===== config.mk =====
export PLATFORM = sky130hd
export DESIGN_NAME = codec_regwr_seq
export DESIGN_NICKNAME = d
export VERILOG_FILES = /design/src/rtl/codec_seq_pkg.sv /design/src/rtl/codec_shadow_regs.sv /design/src/rtl/codec_bus_map.sv /design/src/rtl/codec_seq_ctrl.sv /design/src/rtl/codec_regwr_seq.sv
export SDC_FILE = /design/constraint.sdc
export NUM_CORES = 1
export LEC_CHECK = 0
export BUFFER_PORTS_ARGS = -buffer_cell sky130_fd_sc_hd__buf_2
export CORE_MARGIN = 2
export CORE_UTILIZATION = 55
export DETAILED_ROUTE_END_ITERATION = 12
export GPL_TIMING_DRIVEN = 0
export PLACE_DENSITY = 0.77
export RECOVER_POWER = 25
export SYNTH_ARGS = -nofsm -noshare
export SYNTH_HDL_FRONTEND = slang
export SYNTH_SLANG_ARGS = --single-unit

===== constraint.sdc =====
create_clock -name clk -period 2 [get_ports clk]
set_input_delay 0.1 -clock clk [delete_from_list [all_inputs] [get_ports clk]]
set_output_delay 0.1 -clock clk [all_outputs]
set_load 0.03 [all_outputs]

===== src/rtl/codec_seq_pkg.sv =====
package codec_seq_pkg;

    localparam int unsigned REG_COUNT     = 14;
    localparam int unsigned BYTE_W        = 8;
    localparam int unsigned IND_LAST      = 7;
    localparam int unsigned STATUS_FIRST  = 8;
    localparam int unsigned STATUS_LAST   = 9;
    localparam int unsigned SECONDARY_IDX = 13;

    localparam logic [5:0] DEVICE_NUM     = 6'd5;
    localparam logic [1:0] TYPE_PRIMARY   = 2'd0;
    localparam logic [1:0] TYPE_SECONDARY = 2'd1;
    localparam logic [1:0] TYPE_STATUS    = 2'd2;

    localparam logic [BYTE_W-1:0] SELECT_TAG = 8'hC0;
    localparam logic [BYTE_W-1:0] VALUE_TAG  = 8'hE0;

    typedef enum logic [1:0] {
        ST_IDLE = 2'd0,
        ST_XFER = 2'd1,
        ST_RESP = 2'd2
    } seq_state_e;

    typedef enum logic {
        PH_SELECT = 1'b0,
        PH_VALUE  = 1'b1
    } seq_phase_e;

    typedef struct packed {
        logic [BYTE_W-1:0] addr;
        logic [BYTE_W-1:0] data;
    } bus_xact_t;

    function automatic logic [BYTE_W-1:0] reset_value(int unsigned i);
        case (i)
            0, 1, 2: return 8'h04;
            9:       return 8'h83;
            11:      return 8'h40;
            12:      return 8'h80;
            default: return 8'h00;
        endcase
    endfunction

    function automatic logic is_indirect(int unsigned i);
        return i <= IND_LAST;
    endfunction

    function automatic logic [1:0] addr_type(int unsigned i);
        if (i >= STATUS_FIRST && i <= STATUS_LAST) return TYPE_STATUS;
        if (i == SECONDARY_IDX)                    return TYPE_SECONDARY;
        return TYPE_PRIMARY;
    endfunction

    function automatic logic [BYTE_W-1:0] bus_addr(logic [1:0] t);
        return {DEVICE_NUM, t};
    endfunction

    function automatic seq_phase_e first_phase(int unsigned i);
        return is_indirect(i) ? PH_SELECT : PH_VALUE;
    endfunction

endpackage


===== src/rtl/codec_shadow_regs.sv =====
module codec_shadow_regs
    import codec_seq_pkg::*;
#(
    parameter int unsigned COUNT  = REG_COUNT,
    parameter int unsigned DATA_W = BYTE_W,
    localparam int unsigned IDX_W = $clog2(COUNT),
    localparam int unsigned SLOTS = 2 ** IDX_W
) (
    input  logic              clk,
    input  logic              rst,
    input  logic              wr_en,
    input  logic [IDX_W-1:0]  wr_idx,
    input  logic [DATA_W-1:0] wr_data,
    input  logic [IDX_W-1:0]  rd_a_idx,
    output logic [DATA_W-1:0] rd_a_data,
    input  logic [IDX_W-1:0]  rd_b_idx,
    output logic [DATA_W-1:0] rd_b_data
);

    logic [DATA_W-1:0] mem_q [SLOTS];

    for (genvar g = 0; g < SLOTS; g++) begin : g_slot
        if (g < COUNT) begin : g_live
            always_ff @(posedge clk) begin
                if (rst) begin
                    mem_q[g] <= DATA_W'(reset_value(g));
                end else if (wr_en && (32'(wr_idx) == g)) begin
                    mem_q[g] <= wr_data;
                end
            end
        end else begin : g_void
            // Unmapped index codes read as all ones.
            assign mem_q[g] = '1;
        end
    end

    assign rd_a_data = mem_q[rd_a_idx];
    assign rd_b_data = mem_q[rd_b_idx];

endmodule


===== src/rtl/codec_bus_map.sv =====
module codec_bus_map
    import codec_seq_pkg::*;
#(
    parameter int unsigned IDX_W = 4
) (
    input  logic [IDX_W-1:0]  idx,
    input  logic [BYTE_W-1:0] value,
    input  seq_phase_e        phase,
    output bus_xact_t         xact
);

    always_comb begin
        if (is_indirect(32'(idx))) begin
            xact.addr = bus_addr(TYPE_PRIMARY);
            if (phase == PH_SELECT) begin
                xact.data = BYTE_W'(idx) | SELECT_TAG;
            end else begin
                xact.data = value | VALUE_TAG;
            end
        end else begin
            xact.addr = bus_addr(addr_type(32'(idx)));
            xact.data = value;
        end
    end

endmodule


===== src/rtl/codec_seq_ctrl.sv =====
module codec_seq_ctrl
    import codec_seq_pkg::*;
#(
    parameter int unsigned COUNT = REG_COUNT,
    localparam int unsigned IDX_W = $clog2(COUNT)
) (
    input  logic             clk,
    input  logic             rst,
    input  logic             req_valid,
    input  logic             req_replay,
    input  logic [IDX_W-1:0] req_idx,
    output logic             req_ready,
    output logic             shadow_we,
    output logic [IDX_W-1:0] cur_idx,
    output seq_phase_e       cur_phase,
    output logic             bus_valid,
    input  logic             bus_done,
    input  logic             bus_fail,
    output logic             rsp_valid,
    output logic             rsp_err
);

    seq_state_e       state_q;
    seq_phase_e       phase_q;
    logic [IDX_W-1:0] idx_q;
    logic             replay_q;
    logic             err_q;

    logic accept;
    logic in_range;
    logic last_idx;

    assign accept   = req_valid && (state_q == ST_IDLE);
    assign in_range = 32'(req_idx) < COUNT;
    assign last_idx = 32'(idx_q) == COUNT - 1;

    always_ff @(posedge clk) begin
        if (rst) begin
            state_q  <= ST_IDLE;
            phase_q  <= PH_VALUE;
            idx_q    <= '0;
            replay_q <= 1'b0;
            err_q    <= 1'b0;
        end else begin
            case (state_q)
                ST_IDLE: begin
                    if (accept) begin
                        replay_q <= req_replay;
                        err_q    <= 1'b0;
                        if (req_replay) begin
                            idx_q   <= '0;
                            phase_q <= first_phase(0);
                            state_q <= ST_XFER;
                        end else if (in_range) begin
                            idx_q   <= req_idx;
                            phase_q <= first_phase(32'(req_idx));
                            state_q <= ST_XFER;
                        end else begin
                            err_q   <= 1'b1;
                            state_q <= ST_RESP;
                        end
                    end
                end
                ST_XFER: begin
                    if (bus_done) begin
                        if (bus_fail) begin
                            err_q   <= 1'b1;
                            state_q <= ST_RESP;
                        end else if (phase_q == PH_SELECT) begin
                            phase_q <= PH_VALUE;
                        end else if (replay_q && !last_idx) begin
                            idx_q   <= idx_q + IDX_W'(1);
                            phase_q <= first_phase(32'(idx_q) + 1);
                        end else begin
                            state_q <= ST_RESP;
                        end
                    end
                end
                ST_RESP: begin
                    state_q <= ST_IDLE;
                end
                default: begin
                    state_q <= ST_IDLE;
                end
            endcase
        end
    end

    assign req_ready = (state_q == ST_IDLE);
    assign shadow_we = accept && !req_replay && in_range;
    assign cur_idx   = idx_q;
    assign cur_phase = phase_q;
    assign bus_valid = (state_q == ST_XFER);
    assign rsp_valid = (state_q == ST_RESP);
    assign rsp_err   = (state_q == ST_RESP) && err_q;

endmodule


===== src/rtl/codec_regwr_seq.sv =====
module codec_regwr_seq
    import codec_seq_pkg::*;
#(
    parameter int unsigned COUNT = REG_COUNT,
    localparam int unsigned IDX_W = $clog2(COUNT)
) (
    input  logic              clk,
    input  logic              rst,
    input  logic              req_valid,
    output logic              req_ready,
    input  logic              req_replay,
    input  logic [IDX_W-1:0]  req_idx,
    input  logic [BYTE_W-1:0] req_wdata,
    input  logic [IDX_W-1:0]  rd_idx,
    output logic [BYTE_W-1:0] rd_data,
    output logic              cbus_valid,
    output logic [BYTE_W-1:0] cbus_addr,
    output logic [BYTE_W-1:0] cbus_data,
    input  logic              cbus_done,
    input  logic              cbus_fail,
    output logic              rsp_valid,
    output logic              rsp_err
);

    logic              shadow_we;
    logic [IDX_W-1:0]  cur_idx;
    seq_phase_e        cur_phase;
    logic [BYTE_W-1:0] cur_value;
    bus_xact_t         xact;

    codec_seq_ctrl #(
        .COUNT (COUNT)
    ) u_ctrl (
        .clk        (clk),
        .rst        (rst),
        .req_valid  (req_valid),
        .req_replay (req_replay),
        .req_idx    (req_idx),
        .req_ready  (req_ready),
        .shadow_we  (shadow_we),
        .cur_idx    (cur_idx),
        .cur_phase  (cur_phase),
        .bus_valid  (cbus_valid),
        .bus_done   (cbus_done),
        .bus_fail   (cbus_fail),
        .rsp_valid  (rsp_valid),
        .rsp_err    (rsp_err)
    );

    codec_shadow_regs #(
        .COUNT  (COUNT),
        .DATA_W (BYTE_W)
    ) u_shadow (
        .clk       (clk),
        .rst       (rst),
        .wr_en     (shadow_we),
        .wr_idx    (req_idx),
        .wr_data   (req_wdata),
        .rd_a_idx  (rd_idx),
        .rd_a_data (rd_data),
        .rd_b_idx  (cur_idx),
        .rd_b_data (cur_value)
    );

    codec_bus_map #(
        .IDX_W (IDX_W)
    ) u_map (
        .idx   (cur_idx),
        .value (cur_value),
        .phase (cur_phase),
        .xact  (xact)
    );

    assign cbus_addr = xact.addr;
    assign cbus_data = xact.data;

endmodule


==> results by group, run 1 <==
STA
  – Tightest hold margin: approximately 16 ps
  – Relative slew slack: between 40% and 50%
  – Count of endpoints failing hold in the final timing report: 0
  – Summed negative setup slack over all endpoints: -1210 ps
  – Worst slew pin tran: 763 ps
  – Final max-slew violation count: 0
  – Timing-limited maximum frequency: around 0.45 GHz
  – Count of endpoints failing setup in the final report: 8
  – Setup repair after global routing missed its margin: yes
  – Largest clock skew in the final design: a little under 8 ps
  – Post-route fraction of the period consumed by the critical path: 112%
  – Tmin final: around 2200 ps
  – Setup ws final: -238 ps

Routing
  – Detailed-route DRC error count: 0
  – Drt first-iter violations: roughly 650
  – M1 WL: between 7 and 8 mm
  – WL met2: about 9.6 mm
  – First-pass iteration count of the detailed router: 6
  – Average vias per placed instance: about 6.5
  – Total wire length: 19.9 mm
  – Met3 Wirelength: ~2 mm
  – Top Metal Used: met4
  – Average detailed-routed wire length per instance: 23.1 um
  – Detail Route Antenna Nets: 0
  – Via count: approximately 5,600

Critical path
  – Most frequent CP cell: sky130_fd_sc_hd__buf_6
  – Cell with the biggest individual delay on the critical path: sky130_fd_sc_hd__mux4_2
  – R2R cell count: 6
  – Largest stage delay on the critical path: 520 ps
  – Cell-by-cell trace of the critical path: buf_6 > mux4_2 > mux2_4 > o31a_1 > buf_6
  – Highest fanout seen on the critical path: 5
  – Crit. End Element: primary output
  – Worst EP arrival: approximately 2100 ps
  – Setup CP Type: reg -> out
  – Worst Path Required: approximately 1900 ps
  – Critical Path Source Type: register

Clock network
  – Clock buffers created by TritonCTS: 17
  – Clk buf depth: 2
  – Clock transition time at the flip-flop clock pins of the worst setup and hold paths: roughly 50 ps
  – Sinks on Clock Net: 121
  – Clock H-tree levels: 4
  – Root Buffer: sky130_fd_sc_hd__clkbuf_16
  – Clock tree from TritonCTS: built
  – Clock insertion delay at the later pin of the skew report: between 400 and 500 ps

Die
  – Floorplan Core Area: between 0.01 and 0.015 sq mm
  – Starting Density: roughly 56%
  – Die Ht: 114 um
  – Top Ports: 50
  – Die area: around 0.013 sq mm
  – Std-Cell Rows: 40
  – Die width: approximately 110 um

Synthesis
  – Yosys reg bits: between 100 and 150
  – Number of enable-type register cells in the synthesized netlist: 0
  – Ys async rst share: 0%
  – Syn Inst Count: approximately 630
  – Commonest register cell after synthesis: sky130_fd_sc_hd__dfxtp_1
  – Warning count from the yosys run: 0
  – Mean Syn Cell Area: ~11 sq um
  – Number of unique standard cell types used by synthesis: 60
  – Sequential cell area fraction in the yosys report: a little over a third
  – Cell Area, Synth: roughly 0.0067 sq mm

Final layout
  – Post-Route Utilization: about two thirds
  – Sequential cell area: about 0.0024 sq mm
  – Non-filler instance count after layout: around 860
  – Post-layout net count: 729
  – Commonest non-fill, non-tap cell in the layout: sky130_fd_sc_hd__nor2_1
  – Synthesis-to-finish area growth: 18.4%
  – Area taken by multi-input logic gates: about 0.0039 sq mm
  – Ratio of cells with drive above 1 in the final layout: roughly 28%
  – Most frequent cells in the layout: 125 x sky130_fd_sc_hd__nor2_1, 121 x sky130_fd_sc_hd__mux2i_1, 119 x sky130_fd_sc_hd__dfxtp_1, 41 x sky130_fd_sc_hd__mux4_2, 33 x sky130_fd_sc_hd__buf_2
  – Number of filler instances in the final layout: approximately 930
  – # diodes: 0

Place
  – Count of input and output buffers: 37
  – Final weighted congestion of routability-driven global placement: 0.940
  – Pre-CTS setup slack: -399 ps
  – Number of placed instances, taps included: around 820
  – Post-DP HPWL: roughly 14 mm

Global route
  – Largest net degree at the start of global routing: 17
  – Global-route wire length before repair: roughly 30 mm
  – Combined global-route utilization of all metal layers: about a third
  – Total congestion overflow: 0
  – Vias in the first global route: around 5,500
  – Number of antenna violations at the first check in global routing: 0

Run
  – Max Cap Violations: 0

Pwr
  – Ratio of total power to cell area: around 830 mW/mm^2
  – Maximum vdd drop: between 600 and 700 uV
  – Leakage power of the design: approximately 3.5 nW

Status
  – Failing checks: negative setup slack
  – Outcome: finished with violations

Min path
  – Tightest Hold Check Type: in -> reg
  – Hold-critical path depth: 3
==> sequential cells by signal (all words and copies together) (netlist names) <==
name	count
u_ctrl.state_q	2
u_ctrl.err_q	1
u_ctrl.replay_q	1
u_shadow.mem_q	112
u_ctrl.cur_idx	4
u_ctrl.cur_phase	1
==> worst max-delay path, delay by kind of cell, from the launching register on <==
kind	cells	cell delay, ps
muxes	2	810
buffers and inverters	2	300
AOI/OAI and AO/OA	1	270
DFF	1	340
==> synthesized netlist by cell type, drive strengths merged, types with 2 or more instances <==
cell     number  area (sq um)
nand2b        5          31.3
o211ai        3          22.5
a21oi        21           105
mux4         41           923
nand2         4          15.0
o2111ai       2          17.5
o21a          8          60.1
nor2b         4          25.0
a211oi        3          22.5
o221ai        2          17.5
inv           5          18.8
o22ai         4          31.3
nand3        14           188
conb          2          7.51
and2          2          12.5
and2b         2          18.8
dfxtp       121          2420
nand3b        2          15.0
o21ai        19          95.1
buf          33           254
nor3b         3          33.8
and3b         2          17.5
mux2i       121          1210
o31ai         2          15.0
a22oi         4          30.0
mux2         11           124
and4          3          26.3
nor2        127           495
clkbuf       28           109
nand4         2          42.5
nor4b         3          47.5
a21boi        3          22.5
ha            4          50.1
nor3         13          65.1
==> worst paths after layout <==
| path | slack [ps] | to | startpoint |
|---|---|---|---|
| worst max-delay path | -240 | cbus_data[1] | u_ctrl.cur_idx[1] |
| worst min-delay path | 20 | u_shadow.mem_q[64] | req_wdata[0] |
| worst max register to register | 30 | u_shadow.mem_q[37] | u_ctrl.state_q[1] |
| worst min register to register | 490 | u_shadow.mem_q[87] | u_shadow.mem_q[87] |
==> metal layers <==
layer,vias up,global-route usage (%)
li1,2427,-
met1,2767,40.1
met2,336,51.0
met3,71,8.21
met4,0,13.8
met5,-,0
==> timing repair <==
action	CTS	global route
hold buffers	1	0
endpoints found under the setup margin	17	14
buffers inserted	9	1
gates resized for setup	34	6
pin swaps	2	1
endpoints found under the hold margin	1	0
==> kinds of logic after synthesis <==
logic type | after synthesis | share of synthesized area, %
simple gates | 190 | 16.0
other cells | 2 | 0.112
mux | 173 | 33.8
fa+ha+maj | 4 | 0.749
flops | 121 | 36.3
buf+inv | 66 | 5.71
compound gates | 77 | 7.32
==> per-stage QoR <==
stage | power, mW | cell area, sq um
2_1_floorplan | 3.07 | 6700
3_5_place_dp | 3.30 | 7070
5_1_grt | 6.73 | 7910
4_1_cts | 6.56 | 7910
6_report | 6.58 | 7910
3_3_place_gp | 3.29 | 7070
==> layout make-up <==
| class | count | share of cell area (%) |
|---|---|---|
| Timing Repair Buffer | 48 | 4.06 |
| Multi-Input combinational cell | 450 | 49.8 |
| Clock buffer | 21 | 6.07 |
| Sequential cell | 121 | 30.7 |
| Tap cell | 147 | 2.32 |
| Inverter | 5 | 0.237 |
| Clock inverter | 11 | 1.82 |
| Buffer | 60 | 4.98 |
==> power breakdown <==
group | internal [mW] | leakage (nW) | switching [mW] | total, mW
Combinational | 0.344 | 2.21 | 0.550 | 0.894
Clock | 2.09 | 0.309 | 1.14 | 3.22
Sequential | 2.44 | 0.978 | 0.0256 | 2.47
Total | 4.87 | 3.50 | 1.71 | 6.58
(Power assumes the default switching activity.)
==> run 2, diff against run 1 <==
==> constraint.sdc (replaced) <==
create_clock -name clk -period 2 [get_ports clk]
set_input_delay 0.1 -clock clk [delete_from_list [all_inputs] [get_ports clk]]
set_output_delay 0.1 -clock clk [all_outputs]
set_load 0.02 [all_outputs]
==> run 2 against run 1 <==
Compared with the run above:
- the flow still finishes with violations (negative setup slack)
- flip-flop and latch count is the same
- largest power group unchanged
- cell count increased by 0.93%
- clock-buffer cell count increased by 3
- final area up 1.6%
- sequential power barely moved
- clock skew down 3.4 ps
- utilization rose by 1.1 points
- critical endpoint unchanged
==> results by group, run 2 (synthesis results as in run 1) <==
Status
  – Outcome: finished with violations (unchanged)
  – Failing checks: negative setup slack (unchanged)

Place
  – Number of placed instances, taps included: 821 (unchanged)
  – Final weighted congestion of routability-driven global placement: 0.933 (was 0.940)
  – Pre-CTS setup slack: -425 ps (was -399 ps)
  – Post-DP HPWL: 13.3 mm (was 13.5 mm)
  – Total placed instance area: 0.00707 sq mm (unchanged)
  – Count of input and output buffers: 37 (unchanged)

Global route
  – Global-route wire length before repair: 30.5 mm (was 30.6 mm)
  – Vias in the first global route: 5,388 (was 5,491)
  – Largest net degree at the start of global routing: 17 (unchanged)
  – Number of antenna violations at the first check in global routing: 0 (unchanged)
  – Combined global-route utilization of all metal layers: 31.4% (was 31.5%)
  – Total congestion overflow: 0 (unchanged)

Final layout
  – Synthesis-to-finish area growth: 20.3% (was 18.4%)
  – Most frequent cells in the layout: 123 x sky130_fd_sc_hd__nor2_1, 121 x sky130_fd_sc_hd__mux2i_1, 119 x sky130_fd_sc_hd__dfxtp_1, 41 x sky130_fd_sc_hd__mux4_2, 36 x sky130_fd_sc_hd__buf_2 (was 125 x sky130_fd_sc_hd__nor2_1, 121 x sky130_fd_sc_hd__mux2i_1, 119 x sky130_fd_sc_hd__dfxtp_1, 41 x sky130_fd_sc_hd__mux4_2, 33 x sky130_fd_sc_hd__buf_2)
  – Non-filler instance count after layout: 871 (was 863)
  – Number of flip-flops under the largest register name: 112 (unchanged)
  – # diodes: 0 (unchanged)
  – Post-Route Utilization: 67.5% (was 66.4%)
  – Ratio of cells with drive above 1 in the final layout: 28.0% (was 27.8%)
  – Commonest non-fill, non-tap cell in the layout: sky130_fd_sc_hd__nor2_1 (unchanged)
  – Post-Layout Inst Area: 0.00804 sq mm (was 0.00791 sq mm)
  – Post-layout net count: 737 (was 729)
  – Most flops, register: u_shadow.mem_q (unchanged)

Critical path
  – Reg-to-reg endpoint: u_shadow.mem_q[33] (was u_shadow.mem_q[37])
  – Setup crit end: cbus_data[1] (unchanged)
  – Critical Path Source Type: register (unchanged)
  – Crit Reg-Reg Startpoint: u_ctrl.state_q[1] (unchanged)
  – Setup CP Type: reg -> out (unchanged)
  – Family with the most delay on the worst path: multiplexers (unchanged)
  – Worst EP arrival: 2130 ps (was 2140 ps)
  – Number of logic stages on the critical path including buffering: 5 (unchanged)
  – Crit. End Element: primary output (unchanged)
  – Critical path launch point: u_ctrl.cur_idx[1] (unchanged)
  – Highest fanout seen on the critical path: 5 (unchanged)
  – R2R cell count: 6 (unchanged)
  – Number of buffer and inverter stages on the critical path: 2 (unchanged)
  – Worst reg-to-reg setup slack: -80 ps (was 30 ps)
  – Cell-by-cell trace of the critical path: buf_8 > mux4_2 > mux2_4 > o31a_1 > buf_6 (was buf_6 > mux4_2 > mux2_4 > o31a_1 > buf_6)
  – Largest stage delay on the critical path: 530 ps (was 520 ps)
  – Worst Path Required: 1900 ps (about the same)
  – Cell with the biggest individual delay on the critical path: sky130_fd_sc_hd__mux4_2 (unchanged)

Routing
  – Drt first-iter violations: 792 (was 651)
  – Total wire length: 20.4 mm (was 19.9 mm)
  – Detail Route Antenna Nets: 0 (unchanged)
  – First-pass iteration count of the detailed router: 6 (unchanged)
  – Average detailed-routed wire length per instance: 23.4 um (was 23.1 um)
  – Detailed-route DRC error count: 0 (unchanged)
  – Via count: 5,630 (was 5,601)
  – Average vias per placed instance: 6.46 (was 6.49)

STA
  – Timing-limited maximum frequency: 0.448 GHz (was 0.447 GHz)
  – Relative slew slack: 49.9% (was 49.1%)
  – Final max-slew violation count: 0 (unchanged)
  – Post-route fraction of the period consumed by the critical path: 111% (was 112%)
  – Count of endpoints failing setup in the final report: 14 (was 8)
  – Largest clock skew in the final design: 4.38 ps (was 7.82 ps)
  – Count of endpoints failing hold in the final timing report: 0 (unchanged)
  – Setup repair after global routing missed its margin: yes (unchanged)
  – Setup ws final: -230 ps (was -238 ps)
  – Tightest hold margin: 0.0603 ps (was 15.7 ps)
  – Tmin final: 2230 ps (was 2240 ps)
  – Worst slew pin tran: 752 ps (was 763 ps)
  – Summed negative setup slack over all endpoints: -1470 ps (was -1210 ps)

Pwr
  – Leakage power of the design: 3.56 nW (was 3.50 nW)
  – Maximum vdd drop: 610 uV (was 635 uV)
  – Power share of the sequential group: 36.0% (was 37.5%)
  – Internal power consumption: 5.21 mW (was 4.87 mW)
  – Net switching power figure: 1.67 mW (was 1.71 mW)
  – Final Total Pwr: 6.88 mW (was 6.58 mW)
  – Comb power frac: 13.2% (was 13.6%)
  – Switching Share: 24.2% (was 26.0%)
  – Clock share of power: 50.9% (was 49.0%)
  – Ratio of total power to cell area: 856 mW/mm^2 (was 832 mW/mm^2)

Die
  – Floorplan Core Area: 0.0119 sq mm (unchanged)
  – Die width: 114 um (unchanged)
  – Die area: 0.0130 sq mm (unchanged)
  – Top Ports: 50 (unchanged)
  – Std-Cell Rows: 40 (unchanged)
  – Starting Density: 56.1% (unchanged)
  – Die Ht: 114 um (unchanged)

Min path
  – Hold-critical path depth: 3 (unchanged)
  – Tightest Hold Check Type: in -> reg (unchanged)
  – Worst Hold Launch: req_wdata[2] (was req_wdata[0])

Clock network
  – Sinks on Clock Net: 121 (unchanged)
  – Clock tree from TritonCTS: built (unchanged)
  – Clock buffers created by TritonCTS: 17 (unchanged)
  – Clock transition time at the flip-flop clock pins of the worst setup and hold paths: 50 ps (about the same)
  – Clock H-tree levels: 4 (unchanged)
  – Number of hold buffers added after CTS: 0 (was 1)
  – Root Buffer: sky130_fd_sc_hd__clkbuf_16 (unchanged)
  – Clock insertion delay at the later pin of the skew report: 420 ps (was 430 ps)
  – Clk buf depth: 2 (unchanged)

Run
  – Max Cap Violations: 0 (unchanged)
[run 2: tightest hold or removal path, delay by kind of cell]
| kind | cells | cell delay [ps] |
|---|---|---|
| mux | 1 | 80 |
| buf+inv | 1 | 130 |
| simple gates | 1 | 70 |
[run 2: worst min path at each step]
stage	slack [ps]	end
final	0.06	u_shadow.mem_q[66]
after global routing	10	u_shadow.mem_q[100]
after CTS	0.9	u_shadow.mem_q[66]
after detailed placement	430	u_shadow.mem_q[66]
after global placement	420	u_shadow.mem_q[66]
after floorplan	240	u_shadow.mem_q[19]
[run 2: power by group through the flow]
stage | clock network, mW | registers (mW) | logic, mW
floorplan | 0 | 2.51 | 0.535
global placement | 0 | 2.51 | 0.748
detailed placement | 0 | 2.51 | 0.759
CTS | 3.48 | 2.46 | 0.829
global route | 3.60 | 2.48 | 0.946
finish | 3.50 | 2.47 | 0.907
[run 2: timing repair]
action / in CTS / in global routing
hold endpoints to repair: 0 / 0
gates cloned: 0 / 1
endpoints found under the setup margin: 17 / 14
resized for setup: 25 / 26
pin swaps: 1 / 5
setup buffers: 10 / 9
[run 2: area by class of cell]
type / instances / area [sq um]
well taps: 147 / 184
clock buffers: 24 / 472
plain buffers: 59 / 409
inverters: 5 / 21.3
fillers: 866 / 3870
repair buffers: 57 / 388
multi-input cells: 450 / 3950
clock inverters: 8 / 190
flip-flops and latches: 121 / 2430
[run 2: per-layer routing]
layer	vias up	routed length (um)	track usage (%)
met5	-	0	0
met4	0	521	13.4
met3	60	1970	6.35
met2	368	9810	50.4
met1	2758	8070	41.6
li1	2444	-	-
